File: src/rtl/guard_pkg.sv
package guard_pkg;
    typedef enum logic [1:0] {
        LVL_OPEN    = 2'b00,
        LVL_QUARTER = 2'b01,
        LVL_HALF    = 2'b10,
        LVL_FULL    = 2'b11
    } prot_lvl_e;

    // Status bits that a status write may change: lock enable and protect level.
    localparam logic [7:0] NV_KEEP_MASK = 8'b1000_1100;
    localparam int         LOCK_BIT     = 7;
    localparam int         LVL_HI_BIT   = 3;
    localparam int         LVL_LO_BIT   = 2;
    localparam int         LATCH_BIT    = 1;
    localparam logic [7:0] BUSY_BYTE    = 8'hFF;
endpackage

File: src/rtl/guard_prot_dec.sv
module guard_prot_dec
    import guard_pkg::*;
#(
    parameter int ADDR_W = 13
) (
    input  prot_lvl_e          lvl,
    input  logic [ADDR_W-1:0]  addr,
    output logic               hit
);
    localparam int TOP = ADDR_W - 1;

    logic upper_half;
    logic upper_quarter;

    generate
        if (ADDR_W >= 2) begin : g_wide
            assign upper_half    = addr[TOP];
            assign upper_quarter = addr[TOP] & addr[TOP-1];
        end else begin : g_narrow
            assign upper_half    = addr[TOP];
            assign upper_quarter = addr[TOP];
        end
    endgenerate

    always_comb begin
        unique case (lvl)
            LVL_OPEN:    hit = 1'b0;
            LVL_QUARTER: hit = upper_quarter;
            LVL_HALF:    hit = upper_half;
            default:     hit = 1'b1;
        endcase
    end
endmodule

File: src/rtl/guard_cycle_timer.sv
module guard_cycle_timer #(
    parameter int CYCLES = 1250000
) (
    input  logic clk,
    input  logic rst_n,
    input  logic start,
    output logic busy,
    output logic done
);
    localparam int CNT_W = $clog2(CYCLES + 1);
    localparam logic [CNT_W-1:0] LOAD = CNT_W'(CYCLES);

    logic [CNT_W-1:0] cnt_d, cnt_q;

    always_comb begin
        cnt_d = cnt_q;
        if (start && cnt_q == '0) begin
            cnt_d = LOAD;
        end else if (cnt_q != '0) begin
            cnt_d = cnt_q - 1'b1;
        end
    end

    always_ff @(posedge clk or negedge rst_n) begin
        if (!rst_n) cnt_q <= '0;
        else        cnt_q <= cnt_d;
    end

    assign busy = (cnt_q != '0);
    assign done = (cnt_q == CNT_W'(1));
endmodule

File: src/rtl/guard_status_unit.sv
module guard_status_unit
    import guard_pkg::*;
#(
    parameter int ADDR_W       = 13,
    parameter int WRITE_CYCLES = 1250000
) (
    input  logic              clk,
    input  logic              rst_n,
    input  logic              sel_n,
    input  logic              wp_n,
    input  logic              wen_set,
    input  logic              wen_clr,
    input  logic              stat_wr,
    input  logic              arr_wr,
    input  logic [ADDR_W-1:0] req_addr,
    input  logic [7:0]        stat_wdata,
    input  logic              commit,
    output logic              allow,
    output logic              busy,
    output logic [7:0]        status
);
    typedef struct packed {
        logic       latch;
        logic [7:0] nv;
        logic [7:0] nv_new;
        logic       pend_stat;
        logic       pend_arr;
        logic       cyc_stat;
        logic       allow;
    } unit_t;

    unit_t     st_d, st_q;
    logic      start_cyc;
    logic      cyc_done;
    logic      hw_lock;
    logic      addr_hit;
    logic      cancel;
    prot_lvl_e cur_lvl;

    assign cur_lvl = prot_lvl_e'({st_q.nv[LVL_HI_BIT], st_q.nv[LVL_LO_BIT]});
    assign hw_lock = ~wp_n & st_q.nv[LOCK_BIT];
    assign cancel  = st_q.pend_stat & ~sel_n & hw_lock;

    guard_prot_dec #(.ADDR_W(ADDR_W)) u_dec (
        .lvl  (cur_lvl),
        .addr (req_addr),
        .hit  (addr_hit)
    );

    guard_cycle_timer #(.CYCLES(WRITE_CYCLES)) u_tmr (
        .clk   (clk),
        .rst_n (rst_n),
        .start (start_cyc),
        .busy  (busy),
        .done  (cyc_done)
    );

    always_comb begin
        st_d       = st_q;
        st_d.allow = 1'b0;
        start_cyc  = 1'b0;
        if (cyc_done) begin
            st_d.latch    = 1'b0;
            st_d.cyc_stat = 1'b0;
            if (st_q.cyc_stat) st_d.nv = st_q.nv_new;
        end else if (!busy) begin
            if (wen_set) st_d.latch = 1'b1;
            if (wen_clr) st_d.latch = 1'b0;
            if (stat_wr && st_q.latch && !hw_lock) begin
                st_d.pend_stat = 1'b1;
                st_d.nv_new    = stat_wdata & NV_KEEP_MASK;
                st_d.allow     = 1'b1;
            end
            if (arr_wr && st_q.latch && !addr_hit) begin
                st_d.pend_arr = 1'b1;
                st_d.allow    = 1'b1;
            end
            if (cancel) st_d.pend_stat = 1'b0;
            if (commit) begin
                start_cyc      = (st_q.pend_stat && !cancel) || st_q.pend_arr;
                st_d.cyc_stat  = st_q.pend_stat && !cancel;
                st_d.pend_stat = 1'b0;
                st_d.pend_arr  = 1'b0;
            end else if (sel_n) begin
                st_d.pend_stat = 1'b0;
                st_d.pend_arr  = 1'b0;
            end
        end
    end

    always_ff @(posedge clk or negedge rst_n) begin
        if (!rst_n) st_q <= '0;
        else        st_q <= st_d;
    end

    assign allow  = st_q.allow;
    assign status = busy ? BUSY_BYTE
                         : ((st_q.nv & NV_KEEP_MASK) | (8'(st_q.latch) << LATCH_BIT));
endmodule

File: config.mk
export PLATFORM = sky130hd
export DESIGN_NAME = guard_status_unit
export DESIGN_NICKNAME = d
export VERILOG_FILES = /design/src/rtl/guard_pkg.sv /design/src/rtl/guard_prot_dec.sv /design/src/rtl/guard_cycle_timer.sv /design/src/rtl/guard_status_unit.sv
export SDC_FILE = /design/constraint.sdc
export NUM_CORES = 1
export LEC_CHECK = 0
export BUFFER_PORTS_ARGS = -buffer_cell sky130_fd_sc_hd__buf_2
export CORE_ASPECT_RATIO = 1.2
export CORE_MARGIN = 8
export CORE_UTILIZATION = 57
export CTS_BUF_LIST = sky130_fd_sc_hd__clkbuf_16
export DETAILED_ROUTE_END_ITERATION = 6
export HOLD_SLACK_MARGIN = 0.05
export PLACE_DENSITY = 0.83
export SLEW_MARGIN = 20
export SYNTH_ARGS = -nofsm -noshare
export SYNTH_HDL_FRONTEND = slang
export SYNTH_SLANG_ARGS = --single-unit
File: constraint.sdc
create_clock -name clk -period 4 [get_ports clk]
set_input_delay 0.4 -clock clk [delete_from_list [all_inputs] [get_ports clk]]
set_output_delay 0.4 -clock clk [all_outputs]
set_load 0.02 [all_outputs]
==> results.txt <==
----------------------------------------------------
[Detailed routing]
  Initial drt markers ... between 40 and 50
  Wirelength per Cell ... 18.36 um
  Detail-routed via count per cell ... 6.655
  Via count of the routed design ... 1544
  DRC violations left ... 0
  Detailed-routing iteration count for the pre-antenna-repair pass ... 4
  Remaining antenna violation count ... 0
  Total routed wirelength ... 4.259 mm

[Power]
  Switching component of the power ... 136.6 uW
  Leakage power total ... 0.0008190 uW
  Pwr dens ... 336.7 mW/mm2
  Relative contribution of the clock network to total power ... 50.8%
  Relative contribution of combinational cells to total power ... 2.2%
  Internal power ... 553.0 uW
  Part of the total power dissipated in sequential elements ... 47.0%
  Share of total power consumed by net switching ... 19.81%
  Maximum ir drop on the vdd rail ... 0.0003831 V

[Timing]
  Clock tree skew after final layout ... 0.005246 ns
  Worst-case hold slack ... 0.1755 ns
  Endpoints failing hold ... 0
  Setup Total Neg Slack ... 0 ns
  Number of failing setup endpoints in the final timing report ... 0
  Minimum clock period after layout ... about 3.1 ns
  RSZ-0062 raised after global routing ... no
  Fmax ... ~320 MHz
  Least-Margin Pin Slew ... approximately 0.71 ns
  Slew HR ... 52.98%
  Max Transition Viols Final ... 0
  Post-route fraction of the period consumed by the critical path ... 78.15%

[Hold path]
  Worst hold path class ... in -> async

[Synthesis]
  Synth Net Count ... 202
  Biggest area consumer among synthesized cells ... sky130_fd_sc_hd__dfrtp_1
  Biggest area contributors in the synthesized netlist ... sky130_fd_sc_hd__dfrtp_1, sky130_fd_sc_hd__mux2_2, sky130_fd_sc_hd__o31ai_1, sky130_fd_sc_hd__xnor2_1, sky130_fd_sc_hd__a21oi_1
  Gate count of the mapped netlist ... 170
  Combined area of all synthesized cells ... 0.001783 mm2
  Share of flip-flops with an asynchronous set or reset after synthesis ... 100.0%
  Number of synthesized flops with an enable pin ... 0
  Yosys warnings ... 0
  Syn_area_per_cell ... 10.49 um2
  Most instantiated library cell after synthesis ... sky130_fd_sc_hd__dfrtp_1
  Top cells by instance count after synthesis ... sky130_fd_sc_hd__dfrtp_1, sky130_fd_sc_hd__a21oi_1, sky130_fd_sc_hd__nor2_1, sky130_fd_sc_hd__nor3_1, sky130_fd_sc_hd__o31ai_1
  Sequential fraction of the synthesis area ... 44.91%
  Yosys top cell area share ... between 40% and 50%
  Distinct cell type count after synthesis ... 47
  Yosys reg bits ... 32
  Most used flip-flop cell after synthesis ... sky130_fd_sc_hd__dfrtp_1

[GRT]
  Met2 capacity usage during global routing ... 27.71%
  Wire length of the first global-routing pass ... 7.031 mm
  Vias in the first global route ... approximately 1500
  Pin count of the biggest net entering global routing ... 33
  Grt peak-use layer ... met2
  Met3 usage ... 5.959%
  Number of antenna violations at the first check in global routing ... 0
  Gr usage total ... between 10% and 20%
  Routing usage on met1 ... 19.00%
  Global-route congestion overflow total ... 0

[CTS]
  Count of hold buffers inserted by post-cts repair ... 0
  Clock root buffer ... sky130_fd_sc_hd__clkbuf_16
  Source-to-sink clock delay at the later pin of the worst-skew pair ... 0.27 ns
  Maximum buffer depth of the clock tree ... 2
  Number of buffers created by CTS ... 5
  Clock sinks ... 32
  CTS H-tree depth ... 2
  Clock-pin slew reported for the worst setup and hold paths after clock tree synthesis ... 0.05 ns
  Post-cts repair resize count ... 0
  Setup bufs post-CTS ... 0
  CTS tree ... done

[Floorplanning]
  I/O pins ... 40
  Height of the chip ... 77.27 um
  Core Box Area ... 0.003028 mm2
  Total die area ... 0.005181 mm2
  Width of the die ... approximately 67 um
  Std cell rows ... 22
  Starting utilization of the core area ... roughly three fifths

[Worst setup path]
  Critical path start-end classification ... reg -> out
  Critical Path Source Type ... register
  Crit path arrival time ... 2.73 ns
  Data required time of the critical path ... 3.60 ns
  Critical path capture point type ... output pin
  Worst Path Max Fanout ... 14

[Placed design]
  Number of placed instances, taps included ... 224
  Post-DP HPWL ... 3.001 mm
  Cell area after placement ... around 0.0019 mm2
  Final weighted congestion of routability-driven global placement ... 0.8673
  Port Buffer Count ... 23

[Cells and area]
  Antenna diodes ... 0
  Share of cells above drive strength 1 ... 25.51%
  Area grow syn2layout ... 14.88%
  Final instance count without filler cells ... 232
  Final standard cell area without fillers ... 0.002048 mm2
  Final net count ... 227

[Run status]
  Result of the run ... completed

[Flow run]
  Count of maximum capacitance violations ... 0

----------------------------------------------------
## routing by layer
| metal | vias to the layer above | part of all wire, % |
|---|---|---|
| met5 | - | 0 |
| met4 | 0 | 3.7 |
| met3 | 21 | 6.8 |
| met2 | 76 | 52 |
| met1 | 745 | 38 |
| li1 | 702 | - |
## path summary, 6_finish.rpt
kind | start | endpoint | slack (ns) | cells past startpoint
worst min register to register | u_tmr.cnt_q[10] | u_tmr.cnt_q[10] | 0.49 | 1
worst max register to register | u_tmr.cnt_q[1] | st_q[3] | 1.25 | 7
worst min-delay path | rst_n | u_tmr.cnt_q[19] | 0.18 | 1
worst max-delay path | u_tmr.cnt_q[1] | status[6] | 0.87 | 7
min in group clk | wen_clr | st_q[20] | 0.32 | 2
max in group asynchronous | rst_n | st_q[19] | 3.37 | 1
## logic make-up after synthesis
kind of cell / synth area share [%]
XOR/XNOR: 3.439
AND/OR/NAND/NOR: 24.14
multiplexers: 4.421
buffers and inverters: 3.859
AO/OA/AOI/OAI: 17.83
adder cells (fa/ha/maj): 1.403
flip-flops: 44.91
## registers in the layout (all words and copies together) (netlist names)
name	flops
cur_lvl	2
st_q	8
allow	1
u_tmr.cnt_q	21
## worst max-delay path, stage by stage, from the launching register on
cell and delay (ns):
sky130_fd_sc_hd__dfrtp_1 0.40, sky130_fd_sc_hd__inv_1 0.12, sky130_fd_sc_hd__ha_1 0.19, sky130_fd_sc_hd__nor3b_1 0.48
sky130_fd_sc_hd__nand2_1 0.20, sky130_fd_sc_hd__nor3_4 0.60, sky130_fd_sc_hd__inv_2 0.22, sky130_fd_sc_hd__buf_2 0.23
## layout make-up
class,count,area [um2]
fillers,236,979.7
clock inverters,3,11.26
well taps,36,45.04
multi-input cells,126,913.4
repair buffers,26,137.6
clock buffers,5,125.1
flip-flops and latches,32,800.8
inverters,4,15.01
## metrics by stage
| step | worst slack (ns) | utilization, % | total power [uW] |
|---|---|---|---|
| final | 0.8738 | 67.64 | 689.7 |
| after CTS | 0.9123 | 67.64 | 692.7 |
| after global routing | 0.7362 | 67.64 | 710.1 |
| after global placement | 1.221 | 63.14 | 344.4 |
| after detailed placement | 1.194 | 63.14 | 345.3 |
| after floorplan | 1.680 | - | 331.4 |
## power groups by stage
stage / logic (uW) / registers [uW] / clock network (uW)
3_3_place_gp: 14.8 / 330 / 0
6_report: 15.3 / 324 / 350
3_5_place_dp: 15.7 / 330 / 0
5_1_grt: 17.3 / 324 / 369
4_1_cts: 15.6 / 324 / 353
2_1_floorplan: 1.69 / 330 / 0
## placed cells by master, fill, tap and decap left out, types with 4 or more instances in the layout
| cell | Yosys | final |
|---|---|---|
| sky130_fd_sc_hd__a21oi_1 | 10 | 10 |
| sky130_fd_sc_hd__buf_2 | 1 | 23 |
| sky130_fd_sc_hd__clkbuf_16 | 0 | 5 |
| sky130_fd_sc_hd__dfrtp_1 | 32 | 32 |
| sky130_fd_sc_hd__inv_1 | 3 | 5 |
| sky130_fd_sc_hd__mux2_2 | 7 | 7 |
| sky130_fd_sc_hd__nand2_1 | 5 | 5 |
| sky130_fd_sc_hd__nand2b_1 | 6 | 6 |
| sky130_fd_sc_hd__nand3_1 | 7 | 7 |
| sky130_fd_sc_hd__nor2_1 | 9 | 9 |
| sky130_fd_sc_hd__nor3_1 | 9 | 9 |
| sky130_fd_sc_hd__o21ai_0 | 7 | 7 |
| sky130_fd_sc_hd__o31ai_1 | 8 | 8 |
| sky130_fd_sc_hd__or3_1 | 4 | 4 |
| sky130_fd_sc_hd__or4_1 | 6 | 6 |
| sky130_fd_sc_hd__xnor2_1 | 6 | 6 |
Power figures use the tool's default switching activity.
